`config.mk`:
```
export PLATFORM = sky130hd
export DESIGN_NAME = rt_pipe_ctrl
export DESIGN_NICKNAME = d
export VERILOG_FILES = /design/src/rtl/rt_pipe_ctrl.sv
export SDC_FILE = /design/constraint.sdc
export NUM_CORES = 1
export LEC_CHECK = 0
export BUFFER_PORTS_ARGS = -buffer_cell sky130_fd_sc_hd__buf_2
export CAP_MARGIN = 20
export CORE_MARGIN = 2
export CORE_UTILIZATION = 47
export DETAILED_ROUTE_END_ITERATION = 8
export HOLD_SLACK_MARGIN = 0.06
export PLACE_DENSITY = 0.8
export SYNTH_ARGS = -nofsm -noshare
export SYNTH_HDL_FRONTEND = slang
export SYNTH_SLANG_ARGS = --single-unit
```
`constraint.sdc`:
```
create_clock -name clk -period 3 [get_ports clk]
set_clock_uncertainty 0.1 [all_clocks]
set_input_delay 0 -clock clk [delete_from_list [all_inputs] [get_ports clk]]
set_output_delay 0 -clock clk [all_outputs]
set_load 0.005 [all_outputs]
```
`src/rtl/rt_pipe_ctrl.sv`:
```
module rt_pipe_ctrl #(
  parameter int W = 8,
  parameter logic [W-1:0] C_MASK = W'(60)
) (
  input  logic         clk,
  input  logic         rst,
  input  logic         mode_dyn,
  input  logic         req_valid,
  input  logic         req_func,
  input  logic [W-1:0] req_data,
  output logic         req_ready,
  output logic         en_a,
  output logic         en_b,
  output logic         en_c,
  output logic [1:0]   sel_a,
  output logic [1:0]   sel_b,
  output logic [1:0]   sel_c,
  output logic         out_a_valid,
  output logic [W-1:0] out_a_data,
  output logic         out_b_valid,
  output logic [W-1:0] out_b_data
);
  localparam int NS = 3;
  localparam int NT = 6;
  localparam int SW = $clog2(NT);
  localparam logic [SW-1:0] LAST = SW'(NT - 1);

  function automatic logic [1:0] use_of(input logic f, input logic [SW-1:0] t);
    case (t)
      SW'(0):  use_of = 2'd0;
      SW'(1):  use_of = f ? 2'd2 : 2'd1;
      SW'(2):  use_of = f ? 2'd1 : 2'd2;
      SW'(3):  use_of = f ? 2'd0 : 2'd1;
      SW'(4):  use_of = f ? 2'd1 : 2'd2;
      default: use_of = f ? 2'd2 : 2'd0;
    endcase
  endfunction

  function automatic logic [NT-1:0] claim(input logic f, input int s);
    claim = '0;
    for (int t = 0; t < NT; t++)
      if (int'(use_of(f, SW'(t))) == s) claim[t] = 1'b1;
  endfunction

  function automatic logic [W-1:0] xform(input int s, input logic [W-1:0] d);
    case (s)
      0:       xform = d + W'(1);
      1:       xform = {d[W-2:0], d[W-1]};
      default: xform = d ^ C_MASK;
    endcase
  endfunction

  logic [NT-1:0] occ   [NS];
  logic          lat_v [NS];
  logic          lat_f [NS];
  logic [SW-1:0] lat_t [NS];
  logic [W-1:0]  lat_d [NS];
  logic          en    [NS];
  logic [1:0]    sel   [NS];
  logic          last_f;
  logic          hit, empty, acc;

  always_comb begin
    hit   = 1'b0;
    empty = 1'b1;
    for (int s = 0; s < NS; s++) begin
      hit   = hit | (|(occ[s] & claim(req_func, s)));
      empty = empty & ~(|occ[s]);
    end
  end

  assign req_ready = !hit && (mode_dyn || empty || req_func == last_f);
  assign acc       = req_valid && req_ready;

  always_ff @(posedge clk) begin
    if (rst)      last_f <= 1'b0;
    else if (acc) last_f <= req_func;
  end

  generate
    for (genvar s = 0; s < NS; s++) begin : g_stage
      logic          en_l;
      logic [1:0]    sel_l;
      logic          f_l;
      logic [SW-1:0] t_l;
      logic [W-1:0]  src;
      logic [NT-1:0] occ_q;
      logic          v_q, f_q;
      logic [SW-1:0] t_q;
      logic [W-1:0]  d_q;

      always_comb begin
        en_l  = 1'b0;
        sel_l = 2'd0;
        f_l   = req_func;
        t_l   = '0;
        src   = req_data;
        if (s == 0 && acc) en_l = 1'b1;
        for (int x = 0; x < NS; x++) begin
          if (lat_v[x] && lat_t[x] != LAST &&
              int'(use_of(lat_f[x], lat_t[x] + SW'(1))) == s) begin
            en_l  = 1'b1;
            sel_l = 2'(x + 1);
            f_l   = lat_f[x];
            t_l   = lat_t[x] + SW'(1);
            src   = lat_d[x];
          end
        end
      end

      always_ff @(posedge clk) begin
        if (rst) begin
          v_q   <= 1'b0;
          occ_q <= '0;
        end else begin
          v_q   <= en_l;
          occ_q <= (occ_q | (acc ? claim(req_func, s) : '0)) >> 1;
        end
        f_q <= f_l;
        t_q <= t_l;
        d_q <= xform(s, src);
      end

      assign occ[s]   = occ_q;
      assign lat_v[s] = v_q;
      assign lat_f[s] = f_q;
      assign lat_t[s] = t_q;
      assign lat_d[s] = d_q;
      assign en[s]    = en_l;
      assign sel[s]   = sel_l;
    end
  endgenerate

  assign en_a  = en[0];
  assign en_b  = en[1];
  assign en_c  = en[2];
  assign sel_a = sel[0];
  assign sel_b = sel[1];
  assign sel_c = sel[2];

  assign out_a_valid = lat_v[0] && !lat_f[0] && lat_t[0] == LAST;
  assign out_a_data  = lat_d[0];
  assign out_b_valid = lat_v[2] && lat_f[2] && lat_t[2] == LAST;
  assign out_b_data  = lat_d[2];
endmodule

```
==> out/results.ini <==
[worst_setup_path]
critPathMaxStageDelay_ps=370
crit_arrival_ps=3250
crit_slowest_cell=dfxtp_2
path_cells=buf_4 -> inv_1 -> ha_2 -> nor3_1 -> o31a_1 -> and2_1 -> nand3_2 -> a311oi_4 -> or2_4 -> ha_4 -> inv_2 -> nor4_4 -> xor2_1
critPathMaxFanout=5
path_buf_inv=3
critPathLaunchType=register
required_ps=3130
critical_path_class=register to register
cp-end-kind=register
crit_family=simple AND/OR/NAND/NOR gates

[floorplanning]
rows=30
die_area_um2=7640
core_area_um2=6760
initial_core_util=0.484
io_pins=41
die_w_um=87.4
die_h_um=87.4

[clock_tree]
clk_latency_ps=310
clk_pin_slew_ps=100
cts_root_buf=clkbuf_8
cts_tree=yes
cts_buffers=5
cts_max_level=2
cts-root-to-sink-buffers=2
cts.sinks=54

[timing]
fmax_ghz=0.321
hold_violations=0
fin_tns_setup_ps=-128
setup_viol=2
min_period_ps=3110
slew_violations=0
finalWorstSetupSlack_ps=-113
tightest_slew_ps=477
timing.final.crit_share=1.04
maxSlewHeadroom=0.674
rsz0062_at_grt=true

[drt]
viasPerCell=6.19
vias=3559
ant_nets=0
wl_per_cell_um=19.8
dr.first_iter.drc_count=367
routed_wl_um=11400
first_pass_iters=5
drc=0

[synth]
yosysWarnings=0
syn-num-nets=425
netlist_area_um2=3270
ys_seq_elements=54
synthCells=393
synth-edff-count=7
syn_avg_cell_area_um2=8.32
synth_top_flop_cell=dfxtp_1
ys_seq_area_frac=0.352
async_flop_share=0
synth_cell_type_count=61

[cells_and_area]
antenna-diode-count=0
area_delta_synth_final_pct=38.6
drive_gt1_frac=0.362
layout.nets=526
layout.cells.non_filler=575

[placed_design]
post-place-cells=536
place_congestion=0.958
preCtsSetupSlack_ps=-132
hpwlAfterDp_um=7160
port_buffers=40

[power_and_ir_drop]
power_density_nw_per_um2=466
ir_worst_vdd_mv=0.317
p_leak_nw=1.98

[grt]
grt_pass1_vias=3329
grt_max_degree=18
grt_usage=0.270
grt_pass1_wl_um=16100
antenna_found_initial=0
grt_remaining_overflow=0

[outcome]
violations=negative setup slack
status=complete, but fails checks

[worst_hold_path]
hp-class=input pin to register

[job]
drv_cap=0

[final timing paths]
kind	start	to	slack, ps	cells after the start
worst min register to register	g_stage[2].occ_q[1]	g_stage[2].occ_q[0]	370	2
worst max register to register	g_stage[0].t_q[0]	out_a_data[6]	-110	13
worst max-delay path	g_stage[0].t_q[0]	out_a_data[6]	-110	13
worst min-delay path	req_valid	last_f	70	4
[cells in the mapped netlist (5+ instances only)]
library cell	count	share of area
nor3b_1	5	0.011
ha_1	19	0.073
nor2_1	32	0.037
a311oi_1	6	0.016
nor2b_1	9	0.017
o21ai_0	33	0.051
nand2_1	57	0.065
and3_1	6	0.011
dfxtp_1	47	0.29
mux2i_1	17	0.052
clkbuf_1	7	0.0080
edfxtp_1	7	0.064
nor3_1	15	0.023
xnor2_1	5	0.013
inv_1	25	0.029
buf_2	8	0.012
nand3_1	9	0.014
a21oi_1	13	0.020
[what timing repair did]
item | in CTS | in global routing
buffers inserted | 12 | 11
hold buffers | 9 | 0
gates resized for setup | 25 | 41
hold endpoints to repair | 34 | 0
endpoints found under the setup margin | 10 | 16
cloned | 0 | 0
pin swaps | 18 | 25
[tightest hold or removal path, cell delays in order]
cell and delay, ps:
buf_2 70, and2_1 190, mux2i_1 90, nor2_1 100
[stage by stage]
stage | power (mW) | instance area, um2 | hold WS, ps | util
floorplan | 1.17 | 3290 | -28.4 | -
global placement | 1.35 | 3810 | 177 | 0.564
CTS | 2.02 | 4250 | 64.6 | 0.630
finish | 2.11 | 4530 | 73.6 | 0.671
detailed placement | 1.37 | 3810 | 177 | 0.564
global route | 2.18 | 4530 | 119 | 0.671
[layout by cell type, fill, tap and decap left out, types with 3 or more instances in the layout]
cell           count
buf_2             40
and3_1             6
a311oi_1           3
a21oi_1           13
nor3_2             4
ha_4               8
dfxtp_1           41
nand4_1            3
inv_1             19
inv_2              6
ha_1               7
nor2b_1            9
nor2_1            31
nand3_1            7
a211oi_1           3
and2_1             4
edfxtp_1           7
mux2_2             3
o21ai_0           31
nand2_1           56
nor3b_1            4
o22ai_1            3
buf_4             58
a221oi_1           4
mux2i_1           17
dfxtp_2            6
ha_2               4
dlygate4sd3_1      9
buf_6              5
nor3_1            12
clkbuf_8           6
nor2_4             4
xnor2_1            5
[cell type report]
class	instances	area, um2
tap	80	100
clock buffer	6	82.6
timing repair buffer	113	802
multi-input combinational	295	2230
inverter	25	93.8
sequential	54	1160
fill	477	2230
clock inverter	2	60.1
[power by group]
group	switching, mW	total [mW]	internal [mW]
clock network	0.251	0.607	0.356
logic	0.319	0.611	0.292
registers	0.0827	0.892	0.810
[per-layer routing]
metal  up-vias  part of all wire  GRT usage
met2       234              0.49      0.476
met4         0             0.052      0.101
met5         -                 0          0
met1      1675              0.37      0.333
li1       1592                 -          -
met3        58             0.085     0.0341
[sequential cells by signal, indices dropped and copies added (netlist names)]
name and flops:
g_stage.d_q 8, g_stage.t_q 9, g_stage.f_q 3, last_f 1, g_stage.occ_q 14, g_stage.v_q 3, out_a_data 8, out_b_data 8
[logic make-up after synthesis]
logic type / synth area share
AND/OR/NAND/NOR: 0.262
AO/OA/AOI/OAI: 0.172
flip-flops: 0.352
buffers and inverters: 0.0628
multiplexers: 0.0624
adder cells (fa/ha/maj): 0.0727
XOR/XNOR: 0.0161
Note: power is estimated with default switching activity, not from simulation.
